<file path="config.mk">
export PLATFORM = sky130hd
export DESIGN_NAME = adc_par_rdctl
export DESIGN_NICKNAME = d
export VERILOG_FILES = /design/src/rtl/adc_rdctl_pkg.sv /design/src/rtl/adc_eoc_sync.sv /design/src/rtl/adc_rd_pacer.sv /design/src/rtl/adc_word_fmt.sv /design/src/rtl/adc_rd_seq.sv /design/src/rtl/adc_par_rdctl.sv
export SDC_FILE = /design/constraint.sdc
export NUM_CORES = 1
export LEC_CHECK = 0
export BUFFER_PORTS_ARGS = -buffer_cell sky130_fd_sc_hd__clkbuf_2
export CAP_MARGIN = 15
export CORE_ASPECT_RATIO = 2
export CORE_UTILIZATION = 55
export DETAILED_ROUTE_END_ITERATION = 8
export GPL_ROUTABILITY_DRIVEN = 1
export GPL_TIMING_DRIVEN = 0
export PLACE_DENSITY = 0.79
export REMOVE_ABC_BUFFERS = 1
export SLEW_MARGIN = 15
export SYNTH_ARGS = -nofsm -noshare
export SYNTH_HDL_FRONTEND = slang
export SYNTH_HIERARCHICAL = 1
export SYNTH_SLANG_ARGS = --single-unit
</file>
<file path="constraint.sdc">
create_clock -name clk -period 6.2 [get_ports clk]
set_input_delay 0.62 -clock clk [delete_from_list [all_inputs] [get_ports clk]]
set_output_delay 0.62 -clock clk [all_outputs]
set_load 0.05 [all_outputs]
</file>
<file path="src/rtl/adc_rdctl_pkg.sv">
// Package: shared state type and elaboration helpers for the ADC read controller.
// Assumes: nothing beyond IEEE 1800-2017.
package adc_rdctl_pkg;

    typedef enum logic [2:0] {
        ST_IDLE,
        ST_START,
        ST_WAIT,
        ST_READ,
        ST_RECOV,
        ST_SLEEP,
        ST_WAKE
    } seq_state_e;

    // Larger of two integers, used for derived localparams.
    function automatic int max2(input int a, input int b);
        return (a > b) ? a : b;
    endfunction

endpackage

</file>
<file path="src/rtl/adc_eoc_sync.sv">
// Module: adc_eoc_sync
// Brings the asynchronous active-low end-of-conversion strobe into the clock
// domain through STAGES flops. Resets to the inactive (high) level.
// Assumes: the strobe stays low for longer than one clock period.
module adc_eoc_sync #(
    parameter int STAGES = 2
) (
    input  logic clk,
    input  logic rst_n,
    input  logic async_n,
    output logic sync_n
);

    logic [STAGES-1:0] shreg_q;

    generate
        if (STAGES == 1) begin : g_single
            // Single flop capture.
            always_ff @(posedge clk) begin
                if (!rst_n) shreg_q <= 1'b1;
                else        shreg_q <= async_n;
            end
        end else begin : g_chain
            // Shift chain, oldest sample at the top.
            always_ff @(posedge clk) begin
                if (!rst_n) shreg_q <= '1;
                else        shreg_q <= {shreg_q[STAGES-2:0], async_n};
            end
        end
    endgenerate

    assign sync_n = shreg_q[STAGES-1];

endmodule

</file>
<file path="src/rtl/adc_rd_pacer.sv">
// Module: adc_rd_pacer
// Free-running pacer. It counts cycles since the last conversion launch and
// asks for a new start once the effective period has elapsed. The effective
// period is the programmed one, raised to MIN_PERIOD when shorter.
// Assumes: MIN_PERIOD >= 2 and fits in PER_W bits.
module adc_rd_pacer #(
    parameter int PER_W      = 16,
    parameter int MIN_PERIOD = 64
) (
    input  logic             clk,
    input  logic             rst_n,
    input  logic             enable,
    input  logic [PER_W-1:0] period,
    input  logic             restart,
    output logic             tick
);

    localparam logic [PER_W-1:0] MIN_P_W = PER_W'(MIN_PERIOD);

    logic [PER_W-1:0] since_q;
    logic [PER_W-1:0] eff_period;

    // Cycles since last launch; saturates so the first free-run start is immediate.
    always_ff @(posedge clk) begin
        if (!rst_n)             since_q <= '1;
        else if (restart)       since_q <= '0;
        else if (since_q != '1) since_q <= since_q + 1'b1;
    end

    assign eff_period = (period < MIN_P_W) ? MIN_P_W : period;
    assign tick       = enable && (since_q >= (eff_period - 1'b1));

    // the cycle after a launch can never request another start.
    a_r10_no_back_to_back: assert property (@(posedge clk) disable iff (!rst_n)
        restart |=> !tick);

endmodule

</file>
<file path="src/rtl/adc_word_fmt.sv">
// Module: adc_word_fmt
// Presents the raw converter word either unchanged or with its MSB inverted,
// which maps straight binary onto two's complement (and back).
// Assumes: W >= 2.
module adc_word_fmt #(
    parameter int W = 12
) (
    input  logic         signed_sel,
    input  logic [W-1:0] raw,
    output logic [W-1:0] word
);

    // Select presentation of the captured code.
    always_comb begin
        word = raw;
        if (signed_sel) word[W-1] = ~raw[W-1];
    end

endmodule

</file>
<file path="src/rtl/adc_rd_seq.sv">
// Module: adc_rd_seq
// Strobe sequencer: start pulse, wait for synchronized end-of-conversion (with
// timeout), chip-select/read window with capture on its last cycle, recovery,
// and standby with wake-up lockout. One down-counter times every phase.
// Assumes: all cycle counts >= 1; eoc_n_sync already synchronized.
module adc_rd_seq
    import adc_rdctl_pkg::*;
#(
    parameter int W          = 12,
    parameter int CONVST_CYC = 9,
    parameter int TMO_CYC    = 500,
    parameter int RD_LEN     = 10,
    parameter int RECOV_CYC  = 50,
    parameter int WAKE_CYC   = 7500
) (
    input  logic         clk,
    input  logic         rst_n,
    input  logic         go,
    input  logic         standby_req,
    input  logic         eoc_n_sync,
    input  logic [W-1:0] data_fmt,
    output logic         launch,
    output logic         convst_n,
    output logic         cs_n,
    output logic         rd_n,
    output logic         standby_n,
    output logic         sample_valid,
    output logic [W-1:0] sample_word,
    output logic         timeout_err
);

    localparam int CNT_MAX = max2(max2(max2(CONVST_CYC, TMO_CYC), max2(RD_LEN, RECOV_CYC)), WAKE_CYC);
    localparam int CNT_W   = $clog2(CNT_MAX + 1);
    localparam logic [CNT_W-1:0] L_CONVST = CNT_W'(CONVST_CYC - 1);
    localparam logic [CNT_W-1:0] L_TMO    = CNT_W'(TMO_CYC - 1);
    localparam logic [CNT_W-1:0] L_RD     = CNT_W'(RD_LEN - 1);
    localparam logic [CNT_W-1:0] L_RECOV  = CNT_W'(RECOV_CYC - 1);
    localparam logic [CNT_W-1:0] L_WAKE   = CNT_W'(WAKE_CYC - 1);

    seq_state_e       state_q, state_d;
    logic [CNT_W-1:0] cnt_q, cnt_d;
    logic             cnt_zero;
    logic             latch;
    logic             err_d;
    logic             valid_q, err_q;
    logic [W-1:0]     word_q;

    assign cnt_zero = (cnt_q == '0);

    // Next-state and phase timer; standby wins over a start in idle.
    always_comb begin
        state_d = state_q;
        cnt_d   = cnt_q;
        latch   = 1'b0;
        err_d   = 1'b0;
        launch  = 1'b0;
        unique case (state_q)
            ST_IDLE: begin
                if (standby_req) begin
                    state_d = ST_SLEEP;
                end else if (go) begin
                    state_d = ST_START;
                    cnt_d   = L_CONVST;
                    launch  = 1'b1;
                end
            end
            ST_START: begin
                if (cnt_zero) begin
                    state_d = ST_WAIT;
                    cnt_d   = L_TMO;
                end else begin
                    cnt_d = cnt_q - 1'b1;
                end
            end
            ST_WAIT: begin
                if (!eoc_n_sync) begin
                    state_d = ST_READ;
                    cnt_d   = L_RD;
                end else if (cnt_zero) begin
                    state_d = ST_IDLE;
                    err_d   = 1'b1;
                end else begin
                    cnt_d = cnt_q - 1'b1;
                end
            end
            ST_READ: begin
                if (cnt_zero) begin
                    state_d = ST_RECOV;
                    cnt_d   = L_RECOV;
                    latch   = 1'b1;
                end else begin
                    cnt_d = cnt_q - 1'b1;
                end
            end
            ST_RECOV: begin
                if (cnt_zero) state_d = ST_IDLE;
                else          cnt_d   = cnt_q - 1'b1;
            end
            ST_SLEEP: begin
                if (!standby_req) begin
                    state_d = ST_WAKE;
                    cnt_d   = L_WAKE;
                end
            end
            ST_WAKE: begin
                if (cnt_zero) state_d = ST_IDLE;
                else          cnt_d   = cnt_q - 1'b1;
            end
            default: state_d = ST_IDLE;
        endcase
    end

    // State, timer and result registers.
    always_ff @(posedge clk) begin
        if (!rst_n) begin
            state_q <= ST_IDLE;
            cnt_q   <= '0;
            valid_q <= 1'b0;
            err_q   <= 1'b0;
            word_q  <= '0;
        end else begin
            state_q <= state_d;
            cnt_q   <= cnt_d;
            valid_q <= latch;
            err_q   <= err_d;
            if (latch) word_q <= data_fmt;
        end
    end

    assign convst_n     = (state_q != ST_START);
    assign cs_n         = (state_q != ST_READ);
    assign rd_n         = (state_q != ST_READ);
    assign standby_n    = (state_q != ST_SLEEP);
    assign sample_valid = valid_q;
    assign sample_word  = word_q;
    assign timeout_err  = err_q;

    // Cycles since the read strobe was last active (assertion support only).
    logic [CNT_W:0] rd_gap_q;
    always_ff @(posedge clk) begin
        if (!rst_n)                 rd_gap_q <= '1;
        else if (state_q == ST_READ) rd_gap_q <= '0;
        else if (rd_gap_q != '1)    rd_gap_q <= rd_gap_q + 1'b1;
    end

    // a read window opens only from a strobe seen low by the synchronizer.
    a_r3_read_needs_eoc: assert property (@(posedge clk) disable iff (!rst_n)
        (state_q == ST_READ && $past(state_q) == ST_WAIT) |-> !$past(eoc_n_sync));

    // valid is a single-cycle pulse.
    a_r4_valid_single: assert property (@(posedge clk) disable iff (!rst_n)
        sample_valid |=> !sample_valid);

    // a new start pulse begins only after the full recovery time.
    a_r6_recovery: assert property (@(posedge clk) disable iff (!rst_n)
        (state_q == ST_START && $past(state_q) != ST_START) |-> (rd_gap_q >= (CNT_W+1)'(RECOV_CYC)));

    // a timeout flag only follows the wait phase.
    a_r7_err_from_wait: assert property (@(posedge clk) disable iff (!rst_n)
        timeout_err |-> ($past(state_q) == ST_WAIT && state_q == ST_IDLE));

    // no start pulse straight out of standby.
    a_r9_no_start_asleep: assert property (@(posedge clk) disable iff (!rst_n)
        (state_q == ST_SLEEP) |=> (state_q != ST_START));

endmodule

</file>
<file path="src/rtl/adc_par_rdctl.sv">
// Module: adc_par_rdctl (top)
// Host-side controller for a parallel-bus successive-approximation ADC.
// Combines the strobe synchronizer, the free-run pacer, the word formatter
// and the strobe sequencer. All analogue minima are cycle-count parameters,
// rounded up to whole clock periods by the integrator.
// Assumes: all counts >= 1; MIN_PERIOD fits in PERIOD_W bits.
module adc_par_rdctl
    import adc_rdctl_pkg::*;
#(
    parameter int DATA_W      = 12,
    parameter int PERIOD_W    = 16,
    parameter int SYNC_STAGES = 2,
    parameter int CONVST_CYC  = 9,
    parameter int CONV_CYC    = 400,
    parameter int EOC_TMO_CYC = 500,
    parameter int ACCESS_CYC  = 9,
    parameter int RD_CYC      = 10,
    parameter int RECOV_CYC   = 50,
    parameter int WAKE_CYC    = 7500
) (
    input  logic                clk,
    input  logic                rst_n,
    input  logic                start_req,
    input  logic                free_run_en,
    input  logic [PERIOD_W-1:0] sample_period,
    input  logic                standby_req,
    input  logic                fmt_signed,
    input  logic                adc_eoc_n,
    input  logic [DATA_W-1:0]   adc_data,
    output logic                adc_convst_n,
    output logic                adc_cs_n,
    output logic                adc_rd_n,
    output logic                adc_standby_n,
    output logic                sample_valid,
    output logic [DATA_W-1:0]   sample_word,
    output logic                eoc_timeout
);

    localparam int RD_LEN     = max2(RD_CYC, ACCESS_CYC + 1);
    localparam int MIN_PERIOD = CONVST_CYC + CONV_CYC + RD_CYC + RECOV_CYC + 1;

    logic              eoc_sync_n;
    logic              pace_tick;
    logic              launch;
    logic [DATA_W-1:0] data_fmt;

    adc_eoc_sync #(.STAGES(SYNC_STAGES)) u_sync (
        .clk     (clk),
        .rst_n   (rst_n),
        .async_n (adc_eoc_n),
        .sync_n  (eoc_sync_n)
    );

    adc_rd_pacer #(.PER_W(PERIOD_W), .MIN_PERIOD(MIN_PERIOD)) u_pacer (
        .clk     (clk),
        .rst_n   (rst_n),
        .enable  (free_run_en),
        .period  (sample_period),
        .restart (launch),
        .tick    (pace_tick)
    );

    adc_word_fmt #(.W(DATA_W)) u_fmt (
        .signed_sel (fmt_signed),
        .raw        (adc_data),
        .word       (data_fmt)
    );

    adc_rd_seq #(
        .W          (DATA_W),
        .CONVST_CYC (CONVST_CYC),
        .TMO_CYC    (EOC_TMO_CYC),
        .RD_LEN     (RD_LEN),
        .RECOV_CYC  (RECOV_CYC),
        .WAKE_CYC   (WAKE_CYC)
    ) u_seq (
        .clk          (clk),
        .rst_n        (rst_n),
        .go           (start_req | pace_tick),
        .standby_req  (standby_req),
        .eoc_n_sync   (eoc_sync_n),
        .data_fmt     (data_fmt),
        .launch       (launch),
        .convst_n     (adc_convst_n),
        .cs_n         (adc_cs_n),
        .rd_n         (adc_rd_n),
        .standby_n    (adc_standby_n),
        .sample_valid (sample_valid),
        .sample_word  (sample_word),
        .timeout_err  (eoc_timeout)
    );

    // chip select and read move together.
    a_r3_cs_rd_paired: assert property (@(posedge clk) disable iff (!rst_n)
        adc_cs_n == adc_rd_n);

    // start and read never overlap.
    a_r2_no_start_during_read: assert property (@(posedge clk) disable iff (!rst_n)
        !(!adc_convst_n && !adc_rd_n));

endmodule

</file>
Yosys cells after proc, flatten, opt, wreduce, memory -nomap -nowiden
Index checks and enable logic that the tools add are counted.

storage, ports and cells
  input bits = 35
  register bits after elaboration = 48

operators by class
  bitwise logic cells = 2
  multiplexer cells = 25
  equality and inequality tests = 16
  add/subtract/negate cells = 3
  reduce and logical (&&, ||, !) cells = 9
  $lt $le $gt $ge = 2

operators with widths
  kind                                                   number
  two-way mux 13 bit                                     7
  case mux 13 bit (6 select lines)                       1
  two-way mux 16 bit                                     3
  two-way mux 3 bit                                      7
  case mux 3 bit (6 select lines)                        1
  adder 16 x 1 -> 16 bit, second input constant          1
  >= comparator 16 bit                                   1
  < comparator 16 x 9 -> 1 bit, second input constant    1
  inequality test 16 bit, second input constant          1
  subtractor 16 x 1 -> 16 bit, second input constant     1
  zero test 13 bit                                       1
  subtractor 13 x 1 -> 13 bit, second input constant     1
  == test 3 bit, second input constant                   3
  AND reduction 4 bit                                    2
  == test 3 x 2 -> 1 bit, second input constant          2
  two-way mux 1 bit                                      6
  inequality test 2 x 1 -> 1 bit, second input constant  3
  inequality test 3 x 2 -> 1 bit, second input constant  2
  nonzero test 6 bit                                     1
  inequality test 2 bit, second input constant           2
  == test 3 x 1 -> 1 bit, second input constant          1
  zero test 3 bit                                        1
  inequality test 3 x 1 -> 1 bit, second input constant  1
  inequality test 3 bit, second input constant           1
  6 further kinds                                        6

Depth between registers and ports, before layout
Gate-level depths: netlist of run 1.

  depth in word-level cells = 10
  mapped depth = 22
  gate-level depth less buffers = 21

Modules after synthesis
Netlist of run 1, hierarchy kept.

modules (own cells, without submodules)
  module         cells each  area each (sq um)  instances
  adc_rd_seq     209         1,732.9            1
  adc_rd_pacer   205         1,621.6            1
  adc_word_fmt   12          91.3               1
  adc_eoc_sync   4           52.6               1
  adc_par_rdctl  1           6.3                1

Least setup slack after synthesis of run 1
No wires, ideal clock.

  path kind = input-to-reg
  start point = input port sample_period[12]
  end point = register u_pacer.since_q[8]
  setup slack = 1,128 ps
  required time = 6,075 ps
  path buffers = 0
  arrival time = 4,947 ps
  stages = 21
  path through = or4_4 nor4_4 o21ai_1 nand2_1 ha_1 nor3b_1 nand3_1 nor3_1 xnor2_1 ha_1 nand4_1 a211oi_1 a221oi_1 o32ai_1 or2_1 nand2_1 nor3_1 clkinv_1 and3_1 a311oi_1 nand3_1

on the way
  longest elaborated chain between the ends = 10
  elaborated cells between the ends (all ways) = 11

RTL lines
  element                                                          RTL line             source
  from (decl)                                                      adc_par_rdctl.sv:25  input logic [PERIOD_W-1:0] sample_period,
  < comparator 16 x 9 -> 1 bit                                     adc_rd_pacer.sv:30   assign eff_period = (period < MIN_P_W) ? MIN_P_W : period;
  two-way mux 16 bit *                                             adc_rd_pacer.sv:30
  subtractor 16 x 1 -> 16 bit *                                    adc_rd_pacer.sv:31   assign tick = enable && (since_q >= (eff_period - 1'b1));
  >= comparator 16 bit *                                           adc_rd_pacer.sv:31
  logical AND 1 bit *                                              adc_rd_pacer.sv:31
  named net pace_tick                                              adc_par_rdctl.sv:43  logic pace_tick;
  bitwise OR 1 bit *                                               adc_par_rdctl.sv:79  .go (start_req | pace_tick),
  two-way mux 1 bit *                                              adc_rd_seq.sv:61     end else if (go) begin
  two-way mux 1 bit *                                              adc_rd_seq.sv:59     if (standby_req) begin
  two-way mux 1 bit *                                              adc_rd_seq.sv:57     unique case (state_q)
  named net launch                                                 adc_par_rdctl.sv:44  logic launch;
  two-way mux 16 bit / nonzero test 2 bit (equally long branches)  -
  to (signal assigned)                                             adc_rd_pacer.sv:27   else if (since_q != '1) since_q <= since_q + 1'b1;
  to (decl)                                                        adc_rd_pacer.sv:20   logic [PER_W-1:0] since_q;

The timed path passes the listed nets; every way through them passes the cells marked *.
A chain may end at the register's enable or synchronous reset.

Worst setup path in the final report of run 1
Same ends and word-level chain as after synthesis.

==> flow_summary.rst, run 1 <==
.. list-table::
   :header-rows: 1

   * - Metric
     - Value
   * - Result of the run
     - finished clean
   * - Critical path class
     - in -> reg
   * - Clock-pin slew on the worst setup and hold paths
     - 0.07 ns
   * - Layout Area Growth over Synthesis
     - 11.17%
   * - Core Box Area
     - 0.006056 mm²
   * - Number of buffer and inverter stages on the critical path
     - 4
   * - Diodes inserted
     - 0
   * - Pwr/cell area
     - 476.5 mW/mm²
   * - Number of filler cells placed in the layout
     - 552
   * - EDFF count, synth
     - 0
   * - Standard-cell rows
     - 40
   * - Post-Syn Area per Cell
     - 8.131 µm²
   * - Die extent in y
     - 114.9 µm
   * - Setup repair after global routing missed its margin
     - no
   * - First-pass iteration count of the detailed router
     - 4
   * - Buffer cell driving the clock tree root
     - sky130_fd_sc_hd__clkbuf_16
   * - Instance count along the most critical hold path
     - 1
   * - HPWL reported at the end of detailed placement
     - 6360 µm
   * - Overflow after GRT
     - 0
   * - Iteration-0 DRC Markers
     - 191
   * - Sort of element at the start of the critical path
     - input pin
   * - Total CTS buffers
     - 5
   * - CTS tree
     - built
   * - Netlist Area Pre-Place
     - 0.003505 mm²
   * - Most instantiated flip-flop cell in the synthesis netlist
     - sky130_fd_sc_hd__dfxtp_1
   * - Area of the multi-input gates
     - 0.002310 mm²
   * - Endpoint of the worst-slack reg-to-reg timing path
     - u_pacer/since_q[8]$_SDFFE_PN1P_
   * - Number of register bits inferred by synthesis
     - 48
   * - Post-detailed-route count of antenna-violating nets
     - 0
   * - Insertion delay to the later sink of the worst-skew pair
     - 0.29 ns
   * - Sequential group share of total power
     - 0.284
   * - Final setup slack of the worst path
     - 0.4704 ns
   * - Pins over their slew limit
     - 0
   * - Startpoint of the worst hold path
     - u_sync/shreg_q[0]$_SDFF_PN1_
   * - Cell variety after synth
     - 68
   * - Cell family with the largest share of critical-path delay
     - simple AND/OR/NAND/NOR gates
   * - Period minus WS final
     - 5.730 ns
   * - Antenna violations before repair
     - 0
   * - Critical register-to-register path startpoint
     - u_pacer/since_q[10]$_SDFFE_PN1P_
   * - Register-to-Register Path Depth
     - 13
   * - I/O pin cnt
     - 53
   * - Ranking of synthesized cells by area
     - sky130_fd_sc_hd__dfxtp_1, sky130_fd_sc_hd__ha_1, sky130_fd_sc_hd__nor2_1, sky130_fd_sc_hd__mux2i_1, sky130_fd_sc_hd__nand2_1
   * - TritonCTS sink count
     - 48
   * - Cts hold-fix bufs
     - 0
   * - Overall global routing resource usage
     - 0.2664
   * - Final weighted congestion in routability-driven placement
     - 0.8931
   * - Count of warnings emitted by yosys
     - 6
   * - Required time of the critical path
     - 6.37 ns
   * - Max-cap violations
     - 0
   * - Final count of negative-setup-slack endpoints
     - 0
   * - Hold WC Path Type
     - reg -> reg
   * - Slowest library cell on the worst path
     - sky130_fd_sc_hd__or4_4
   * - Peak per-stage delay on the critical path
     - 0.59 ns
   * - Setup Slack @ Placement
     - -0.2630 ns
   * - Largest buffer count on any clock path
     - 2
   * - Sequential share of the synthesized area
     - 0.2742
   * - Via count
     - 3,392
   * - Cell count after synthesis
     - 431
   * - Clock network fraction of total power
     - 0.173
   * - Cell-internal power
     - 0.0009715 W
   * - Post-layout total power
     - 0.001857 W
   * - Drt wl/cell
     - 15.13 µm
   * - Slew of the pin with the lowest slew margin
     - 0.8505 ns
   * - Register area
     - 960.9 µm²
   * - Kind of end point of the critical path
     - register
   * - Via density per instance
     - 6.190
   * - Cell type with the highest aggregate area in the netlist
     - sky130_fd_sc_hd__dfxtp_1
   * - Switching power as a share of total power
     - 0.4767
   * - Remaining routing DRC violations
     - 0
   * - Combinational share of power
     - 0.543
   * - Area share of the leading cell type in the synthesized netlist
     - 0.2742
   * - Wire length of the first global-routing pass
     - 13,940 µm
   * - Number of hold violations in the final report
     - 0
   * - Leakage dissipation
     - 1.695 nW
   * - Maximum vdd ir drop
     - 0.1676 mV
   * - End point of the most critical hold path
     - u_sync/shreg_q[1]$_SDFF_PN1_
   * - Power dissipated by switching net loads
     - 0.0008851 W
   * - Pin count of the biggest net entering global routing
     - 23
   * - Headroom to the max-slew limit
     - 0.4309
   * - I/O Buffers
     - 52
   * - Setup Total Neg Slack
     - 0 ns
   * - Maximum net fanout on the critical path
     - 14
   * - Final Cycle Share
     - 0.9241
   * - Sequence of cells on the critical path
     - clkbuf_2 -> or4_4 -> nor4_4 -> buf_4 -> o21ai_1 -> nand2_1 -> ha_1 -> nor3b_2 -> nand3_1 -> nor3_1 -> xnor2_1 -> ha_1 -> nand4_1 -> a211oi_1 -> a221oi_1 -> o32ai_1 -> or2_1 -> nand2_1 -> nor3_4 -> buf_6 -> clkinv_1 -> and3_1 -> a311oi_1 -> nand3_1
   * - WP data arrival
     - 5.90 ns
   * - Share of final-layout standard cells stronger than drive strength 1
     - 0.1681
   * - Highest Clock Rate
     - 0.1745 GHz
   * - R2r setup slk
     - 2.80 ns
   * - Worst clock skew on the final layout
     - 0.008683 ns
   * - Horizontal die dimension
     - 58.45 µm
   * - Number of global-route vias before repair
     - 3,249
   * - Share of synthesized registers carrying an async set or reset
     - 0
   * - Fin nets
     - 519
   * - Wire length reported by the detailed router
     - 8289 µm
   * - Full die area
     - 0.006715 mm²
   * - H-tree level count
     - 2
   * - Initial core utilization
     - 0.5787
[cell families after synthesis]
family          after synthesis  share of synthesized area
flops                        48                     0.2742
xor+xnor                     14                    0.03499
compound gates               99                     0.1999
simple gates                188                     0.2988
fa+ha+maj                    21                    0.07497
buf+inv                      45                    0.07140
mux                          16                    0.04570
[cells in the mapped netlist (7+ instances only)]
| library cell | number |
|---|---|
| sky130_fd_sc_hd__a21oi_1 | 19 |
| sky130_fd_sc_hd__a31oi_1 | 7 |
| sky130_fd_sc_hd__buf_4 | 13 |
| sky130_fd_sc_hd__clkbuf_1 | 7 |
| sky130_fd_sc_hd__dfxtp_1 | 48 |
| sky130_fd_sc_hd__ha_1 | 21 |
| sky130_fd_sc_hd__inv_1 | 12 |
| sky130_fd_sc_hd__mux2i_1 | 16 |
| sky130_fd_sc_hd__nand2_1 | 34 |
| sky130_fd_sc_hd__nand3_1 | 24 |
| sky130_fd_sc_hd__nor2_1 | 47 |
| sky130_fd_sc_hd__nor2b_1 | 8 |
| sky130_fd_sc_hd__nor3_1 | 15 |
| sky130_fd_sc_hd__nor4_1 | 10 |
| sky130_fd_sc_hd__o21ai_0 | 19 |
| sky130_fd_sc_hd__o31ai_1 | 7 |
| sky130_fd_sc_hd__xnor2_1 | 11 |
[what timing repair did]
| item | 4_1_cts | 5_1_grt |
|---|---|---|
| hold endpoints to repair | 0 | 0 |
| gates resized for setup | 0 | 2 |
| setup endpoints to repair | 0 | 7 |
| setup buffers | 0 | 2 |
[power by group through the flow]
stage | Combinational (W) | Sequential [W] | Clock [W]
2_1_floorplan | 0.000756 | 0.000500 | 0
3_3_place_gp | 0.000955 | 0.000523 | 0
3_5_place_dp | 0.000986 | 0.000527 | 0
4_1_cts | 0.000993 | 0.000521 | 0.000326
5_1_grt | 0.00112 | 0.000542 | 0.000339
6_report | 0.00101 | 0.000527 | 0.000320
[cell usage in the layout (no fill, tap or decap), types with 12 or more instances in the layout]
cell | Yosys | routed
sky130_fd_sc_hd__inv_1 | 12 | 12
sky130_fd_sc_hd__a21oi_1 | 19 | 19
sky130_fd_sc_hd__dfxtp_1 | 48 | 48
sky130_fd_sc_hd__nand3_1 | 24 | 24
sky130_fd_sc_hd__ha_1 | 21 | 21
sky130_fd_sc_hd__nor2_1 | 47 | 47
sky130_fd_sc_hd__o21ai_0 | 19 | 19
sky130_fd_sc_hd__nand2_1 | 34 | 34
sky130_fd_sc_hd__clkbuf_2 | 0 | 52
sky130_fd_sc_hd__nor3_1 | 15 | 14
sky130_fd_sc_hd__mux2i_1 | 16 | 16
[registers in the layout, summed over array words and instances (netlist names)]
signal,cells
u_seq/cnt_q,13
u_seq/sample_word,12
u_seq/state_q,3
u_pacer/since_q,16
u_seq/sample_valid,1
u_seq/timeout_err,1
u_sync/shreg_q,2
[routing by layer]
layer,vias up,track usage,routed length (µm)
li1,1664,-,-
met1,1589,0.2460,2886
met2,112,0.5096,4708
met3,27,0.03600,339
met4,0,0.1873,354
met5,-,0,0
[how the worst max path moves through the flow]
stage                     slack, ns                               to         startpoint  cells after the start
after floorplan               -0.03  u_pacer/since_q[8]$_SDFFE_PN1P_  sample_period[12]                     21
after global placement        -1.79  u_pacer/since_q[8]$_SDFFE_PN1P_  sample_period[12]                     22
after detailed placement      -0.26  u_pacer/since_q[8]$_SDFFE_PN1P_  sample_period[12]                     23
after CTS                      0.05  u_pacer/since_q[8]$_SDFFE_PN1P_  sample_period[12]                     23
after global routing           0.05  u_pacer/since_q[8]$_SDFFE_PN1P_  sample_period[12]                     24
final                          0.47  u_pacer/since_q[8]$_SDFFE_PN1P_  sample_period[12]                     24
[metrics by stage]
stage | utilization | cells | hold WS (ns) | instance area [µm²]
2_1_floorplan | - | 401 | 0.3863 | 3311
3_3_place_gp | 0.6070 | 537 | 0.3965 | 3676
3_5_place_dp | 0.6097 | 538 | 0.4026 | 3692
4_1_cts | 0.6391 | 546 | 0.4239 | 3870
5_1_grt | 0.6434 | 548 | 0.4550 | 3896
6_report | 0.6434 | 548 | 0.4183 | 3896
[layout make-up]
type,count,area share
Multi-Input combinational cell,338,0.5928
Sequential cell,48,0.2466
Timing Repair Buffer,55,0.07354
Clock buffer,6,0.03565
Tap cell,84,0.02697
Inverter,15,0.01445
Clock inverter,2,0.009955
Note: power is estimated with default switching activity, not from simulation.
==> run 2: changes to the inputs <==
--- a/config.mk
+++ b/config.mk
@@ -13,6 +13,7 @@
 export GPL_ROUTABILITY_DRIVEN = 1
 export GPL_TIMING_DRIVEN = 0
 export PLACE_DENSITY = 0.79
+export RECOVER_POWER = 100
 export REMOVE_ABC_BUFFERS = 1
 export SLEW_MARGIN = 15
 export SYNTH_ARGS = -nofsm -noshare
==> flow_summary.rst, run 2 (synthesis results as in run 1) <==
.. list-table::
   :header-rows: 1

   * - Metric
     - Value
   * - Number of filler cells placed in the layout
     - 560
   * - Leakage dissipation
     - 1.615 nW
   * - Drt wl/cell
     - 15.29 µm
   * - Hold WC Path Type
     - reg -> reg
   * - Standard-cell rows
     - 40
   * - Startpoint of the worst hold path
     - u_sync/shreg_q[0]$_SDFF_PN1_
   * - Highest-count cells in the layout ignoring fill and taps
     - sky130_fd_sc_hd__dfxtp_1, sky130_fd_sc_hd__nor2_1, sky130_fd_sc_hd__nand2_1
   * - Post-detailed-route count of antenna-violating nets
     - 0
   * - WP data arrival
     - 5.92 ns
   * - CTS tree
     - built
   * - Buffer cell driving the clock tree root
     - sky130_fd_sc_hd__clkbuf_16
   * - Pins over their slew limit
     - 0
   * - Slew of the pin with the lowest slew margin
     - 1.084 ns
   * - Slowest library cell on the worst path
     - sky130_fd_sc_hd__or4_4
   * - Peak per-stage delay on the critical path
     - 0.58 ns
   * - Cells after DPL
     - 538
   * - Core Box Area
     - 0.006056 mm²
   * - Highest Clock Rate
     - 0.1739 GHz
   * - Required time of the critical path
     - 6.37 ns
   * - TritonCTS sink count
     - 48
   * - Pin count of the biggest net entering global routing
     - 23
   * - Most common cell after layout, fill and taps aside
     - sky130_fd_sc_hd__dfxtp_1
   * - Final Cycle Share
     - 0.9277
   * - H-tree level count
     - 2
   * - Iteration-0 DRC Markers
     - 185
   * - Cell family with the largest share of critical-path delay
     - simple AND/OR/NAND/NOR gates
   * - Beginning of the critical path
     - sample_period[12]
   * - Cell-internal power
     - 0.0009615 W
   * - Combinational share of power
     - 0.541
   * - Full die area
     - 0.006715 mm²
   * - Register with the most flip-flops
     - u_pacer/since_q
   * - Critical path class
     - in -> reg
   * - Cts hold-fix bufs
     - 0
   * - Share of final-layout standard cells stronger than drive strength 1
     - 0.1185
   * - Pwr/cell area
     - 480.1 mW/mm²
   * - Setup Total Neg Slack
     - 0 ns
   * - I/O pin cnt
     - 53
   * - Total CTS buffers
     - 5
   * - Hold Slack
     - 0.4181 ns
   * - Max-cap violations
     - 0
   * - Insertion delay to the later sink of the worst-skew pair
     - 0.29 ns
   * - Register area
     - 960.9 µm²
   * - Via density per instance
     - 6.201
   * - Headroom to the max-slew limit
     - 0.2777
   * - Overflow after GRT
     - 0
   * - Layout Area Growth over Synthesis
     - 9.497%
   * - Clock network fraction of total power
     - 0.174
   * - Power dissipated by switching net loads
     - 0.0008808 W
   * - Wire length reported by the detailed router
     - 8380 µm
   * - Wire length of the first global-routing pass
     - 13,940 µm
   * - Sequential group share of total power
     - 0.285
   * - Die extent in y
     - 114.9 µm
   * - First-pass iteration count of the detailed router
     - 8
   * - Final cell count without fillers
     - 548
   * - Critical register-to-register path startpoint
     - u_pacer/since_q[3]$_SDFFE_PN1P_
   * - Number of hold violations in the final report
     - 0
   * - Sequence of cells on the critical path
     - clkbuf_1 -> or4_4 -> nor4_1 -> buf_4 -> o21ai_1 -> nand2_1 -> ha_1 -> nor3b_2 -> nand3_1 -> nor3_1 -> xnor2_1 -> ha_1 -> nand4_1 -> a211oi_1 -> a221oi_1 -> o32ai_1 -> or2_1 -> nand2_1 -> nor3_4 -> buf_6 -> clkinv_1 -> and3_1 -> a311oi_1 -> nand3_1
   * - Setup repair after global routing missed its margin
     - no
   * - Largest buffer count on any clock path
     - 2
   * - Period minus WS final
     - 5.751 ns
   * - Maximum net fanout on the critical path
     - 14
   * - HPWL reported at the end of detailed placement
     - 6360 µm
   * - Number of buffer and inverter stages on the critical path
     - 4
   * - Worst clock skew on the final layout
     - 0.008138 ns
   * - Final count of negative-setup-slack endpoints
     - 0
   * - Overall global routing resource usage
     - 0.2664
   * - Sort of element at the start of the critical path
     - input pin
   * - Result of the run
     - finished clean
   * - Kind of end point of the critical path
     - register
   * - Switching power as a share of total power
     - 0.4781
   * - Horizontal die dimension
     - 58.45 µm
   * - I/O Buffers
     - 52
   * - Final weighted congestion in routability-driven placement
     - 0.8931
   * - Number of global-route vias before repair
     - 3,249
   * - Max FFs per register
     - 16
   * - Clock-pin slew on the worst setup and hold paths
     - 0.07 ns
   * - Share of the core filled with cells in the final layout
     - 0.6337
   * - Area of the multi-input gates
     - 0.002276 mm²
   * - Diodes inserted
     - 0
   * - Via count
     - 3,398
   * - Initial core utilization
     - 0.5787
   * - Remaining routing DRC violations
     - 0
   * - Fin nets
     - 519
   * - Maximum vdd ir drop
     - 0.1671 mV
   * - Antenna violations before repair
     - 0
## run 2: layer usage
metal	part of all wire	track usage	vias up	routed length, µm
met5	0	0	-	0
met4	0.037	0.1873	0	310
met3	0.041	0.03600	23	342
met2	0.57	0.5096	111	4770
met1	0.35	0.2460	1602	2955
li1	-	-	1662	-
## run 2: power by group through the flow
stage	logic (W)	clock network [W]	registers, W
after floorplan	0.000756	0	0.000500
after global placement	0.000955	0	0.000523
after detailed placement	0.000986	0	0.000527
after CTS	0.000993	0.000326	0.000521
after global routing	0.00111	0.000339	0.000539
final	0.000997	0.000320	0.000525
## run 2: timing repair
item | in CTS | in global routing
gates resized for setup | 0 | 2
buffers inserted | 0 | 2
setup endpoints to repair | 0 | 7
## run 2: layout make-up
class / count / share of cell area
clock buffers: 6 / 0.03619
repair buffers: 55 / 0.06814
clock inverters: 2 / 0.01011
flip-flops and latches: 48 / 0.2504
well taps: 84 / 0.02739
multi-input cells: 338 / 0.5931
inverters: 15 / 0.01467
## run 2: metrics by stage
| stage | power [W] | cell area, µm² | setup WS [ns] |
|---|---|---|---|
| global route | 0.001985 | 3837 | 0.03100 |
| floorplan | 0.001256 | 3311 | -0.02644 |
| CTS | 0.001841 | 3870 | 0.04683 |
| global placement | 0.001478 | 3676 | -1.792 |
| detailed placement | 0.001513 | 3692 | -0.2630 |
| finish | 0.001842 | 3837 | 0.4486 |
## run 2: final timing paths
check / to / slack (ns) / cells after the start
hold reg to reg: u_sync/shreg_q[1]$_SDFF_PN1_ / 0.42 / 1
setup reg to reg: u_seq/cnt_q[10]$_SDFFE_PN0P_ / 2.50 / 11
hold / removal: u_sync/shreg_q[1]$_SDFF_PN1_ / 0.42 / 1
setup / recovery: u_pacer/since_q[8]$_SDFFE_PN1P_ / 0.45 / 24
==> run 3: changes to the inputs <==
--- a/config.mk
+++ b/config.mk
@@ -12,6 +12,7 @@
 export DETAILED_ROUTE_END_ITERATION = 8
 export GPL_ROUTABILITY_DRIVEN = 1
 export GPL_TIMING_DRIVEN = 0
+export MAX_ROUTING_LAYER = met4
 export PLACE_DENSITY = 0.79
 export RECOVER_POWER = 100
 export REMOVE_ABC_BUFFERS = 1
==> flow_summary.rst, run 3 (synthesis results as in run 1) <==
.. list-table::
   :header-rows: 1

   * - Metric
     - Value
   * - Max FFs per register
     - 16
   * - Register-to-Register Path Depth
     - 11
   * - Final setup slack of the worst path
     - 0.4793 ns
   * - Number of filler cells placed in the layout
     - 554
   * - Diodes inserted
     - 0
   * - Cts hold-fix bufs
     - 0
   * - Critical path class
     - in -> reg
   * - Pwr/cell area
     - 480.7 mW/mm²
   * - Total CTS buffers
     - 5
   * - Most common cell after layout, fill and taps aside
     - sky130_fd_sc_hd__dfxtp_1
   * - Drt wl/cell
     - 15.62 µm
   * - WP data arrival
     - 5.90 ns
   * - Setup Slack @ Placement
     - -0.2482 ns
   * - Post-detailed-route count of antenna-violating nets
     - 0
   * - First-pass iteration count of the detailed router
     - 6
   * - Share of final-layout standard cells stronger than drive strength 1
     - 0.1188
   * - Hold WC Path Type
     - reg -> reg
   * - Leakage dissipation
     - 1.617 nW
   * - Slew of the pin with the lowest slew margin
     - 1.087 ns
   * - Register with the most flip-flops
     - u_pacer/since_q
   * - I/O pin cnt
     - 53
   * - Critical register-to-register path startpoint
     - u_pacer/since_q[3]$_SDFFE_PN1P_
   * - Overflow after GRT
     - 0
   * - Instance count along the most critical hold path
     - 1
   * - Die extent in y
     - 114.9 µm
   * - I/O Buffers
     - 52
   * - Setup repair after global routing missed its margin
     - no
   * - Total placed instance area
     - 0.003692 mm²
   * - Setup Total Neg Slack
     - 0 ns
   * - Antenna violations before repair
     - 0
   * - Beginning of the critical path
     - sample_period[12]
   * - Kind of end point of the critical path
     - register
   * - Total non-filler cell area in the finished layout
     - 0.003840 mm²
   * - Worst clock skew on the final layout
     - 0.006691 ns
   * - Register area
     - 960.9 µm²
   * - HPWL reported at the end of detailed placement
     - 6572 µm
   * - Overall global routing resource usage
     - 0.2762
   * - TritonCTS sink count
     - 48
   * - Maximum net fanout on the critical path
     - 14
   * - Pin count of the biggest net entering global routing
     - 23
   * - Clock-pin slew on the worst setup and hold paths
     - 0.07 ns
   * - R2r setup slk
     - 2.57 ns
   * - Final count of negative-setup-slack endpoints
     - 0
   * - Wire length of the first global-routing pass
     - 14,070 µm
   * - Standard-cell rows
     - 40
   * - Headroom to the max-slew limit
     - 0.2754
   * - Endpoint of the worst-slack reg-to-reg timing path
     - u_seq/cnt_q[10]$_SDFFE_PN0P_
   * - Highest-count cells in the layout ignoring fill and taps
     - sky130_fd_sc_hd__dfxtp_1, sky130_fd_sc_hd__nor2_1, sky130_fd_sc_hd__nand2_1
   * - Required time of the critical path
     - 6.38 ns
   * - Capture point of the worst path
     - u_pacer/since_q[8]$_SDFFE_PN1P_
   * - Fin nets
     - 518
   * - Core Box Area
     - 0.006056 mm²
   * - Via count
     - 3,412
   * - Pins over their slew limit
     - 0
   * - Iteration-0 DRC Markers
     - 171
   * - Share of the core filled with cells in the final layout
     - 0.6341
   * - Insertion delay to the later sink of the worst-skew pair
     - 0.30 ns
   * - Largest buffer count on any clock path
     - 2
   * - Highest Clock Rate
     - 0.1748 GHz
   * - Horizontal die dimension
     - 58.45 µm
   * - Number of hold violations in the final report
     - 0
   * - Period minus WS final
     - 5.721 ns
   * - Wire length reported by the detailed router
     - 8545 µm
   * - Number of global-route vias before repair
     - 3,245
   * - Layout Area Growth over Synthesis
     - 9.568%
   * - Final Cycle Share
     - 0.9227
   * - Final weighted congestion in routability-driven placement
     - 0.9110
   * - Maximum vdd ir drop
     - 0.2124 mV
   * - Area of the multi-input gates
     - 0.002291 mm²
   * - Full die area
     - 0.006715 mm²
   * - H-tree level count
     - 2
   * - Max-cap violations
     - 0
   * - Buffer cell driving the clock tree root
     - sky130_fd_sc_hd__clkbuf_16
   * - Result of the run
     - finished clean
   * - Remaining routing DRC violations
     - 0
   * - Initial core utilization
     - 0.5787
   * - CTS tree
     - built
   * - Post-layout total power
     - 0.001846 W
   * - Sort of element at the start of the critical path
     - input pin
   * - Via density per instance
     - 6.238
-- run 3: worst min-delay path by stage --
stage | start | endpoint
after floorplan | u_sync/shreg_q[0]$_SDFF_PN1_ | u_sync/shreg_q[1]$_SDFF_PN1_
after global placement | u_sync/shreg_q[0]$_SDFF_PN1_ | u_sync/shreg_q[1]$_SDFF_PN1_
after detailed placement | u_sync/shreg_q[0]$_SDFF_PN1_ | u_sync/shreg_q[1]$_SDFF_PN1_
after CTS | u_sync/shreg_q[0]$_SDFF_PN1_ | u_sync/shreg_q[1]$_SDFF_PN1_
after global routing | u_sync/shreg_q[0]$_SDFF_PN1_ | u_sync/shreg_q[1]$_SDFF_PN1_
final | u_sync/shreg_q[0]$_SDFF_PN1_ | u_sync/shreg_q[1]$_SDFF_PN1_
-- run 3: routing by layer --
| layer | part of all wire | up-vias | GRT usage |
|---|---|---|---|
| li1 | - | 1670 | - |
| met1 | 0.35 | 1599 | 0.2455 |
| met2 | 0.57 | 113 | 0.5349 |
| met3 | 0.039 | 30 | 0.03150 |
| met4 | 0.037 | 0 | 0.1556 |
| met5 | 0 | - | - |
-- run 3: layout make-up --
| class | count | share of cell area |
|---|---|---|
| multi-input cells | 338 | 0.5966 |
| flip-flops and latches | 48 | 0.2502 |
| repair buffers | 54 | 0.06615 |
| clock buffers | 5 | 0.03258 |
| well taps | 84 | 0.02737 |
| inverters | 15 | 0.01466 |
| clock inverters | 3 | 0.01238 |
-- run 3: worst max-delay path, stage by stage --
cell and delay (ns):
sky130_fd_sc_hd__clkbuf_1 0.09, sky130_fd_sc_hd__or4_4 0.58, sky130_fd_sc_hd__nor4_1 0.29, sky130_fd_sc_hd__buf_4 0.21, sky130_fd_sc_hd__o21ai_1 0.11, sky130_fd_sc_hd__nand2_1 0.11
sky130_fd_sc_hd__ha_1 0.18, sky130_fd_sc_hd__nor3b_2 0.34, sky130_fd_sc_hd__nand3_1 0.20, sky130_fd_sc_hd__nor3_1 0.22, sky130_fd_sc_hd__xnor2_1 0.10, sky130_fd_sc_hd__ha_1 0.32
sky130_fd_sc_hd__nand4_1 0.14, sky130_fd_sc_hd__a211oi_1 0.22, sky130_fd_sc_hd__a221oi_1 0.14, sky130_fd_sc_hd__o32ai_1 0.23, sky130_fd_sc_hd__or2_1 0.20, sky130_fd_sc_hd__nand2_1 0.10
sky130_fd_sc_hd__nor3_4 0.34, sky130_fd_sc_hd__buf_6 0.22, sky130_fd_sc_hd__clkinv_1 0.28, sky130_fd_sc_hd__and3_1 0.29, sky130_fd_sc_hd__a311oi_1 0.25, sky130_fd_sc_hd__nand3_1 0.10
-- run 3: what timing repair did --
action | 4_1_cts | 5_1_grt
hold endpoints to repair | 0 | 0
setup endpoints to repair | 0 | 7
buffers inserted | 0 | 1
gates resized for setup | 0 | 2
-- run 3: per-stage QoR --
stage,cells,hold slack [ns]
5_1_grt,547,0.4704
3_3_place_gp,537,0.3955
6_report,547,0.4096
2_1_floorplan,401,0.3863
3_5_place_dp,538,0.3952
4_1_cts,546,0.4120
-- run 3: where the power goes --
part / total, W / internal (W) / switching, W
Sequential: 0.000527 / 0.000386 / 0.000142
Combinational: 0.00101 / 0.000380 / 0.000625
Clock: 0.000313 / 0.000192 / 0.000122
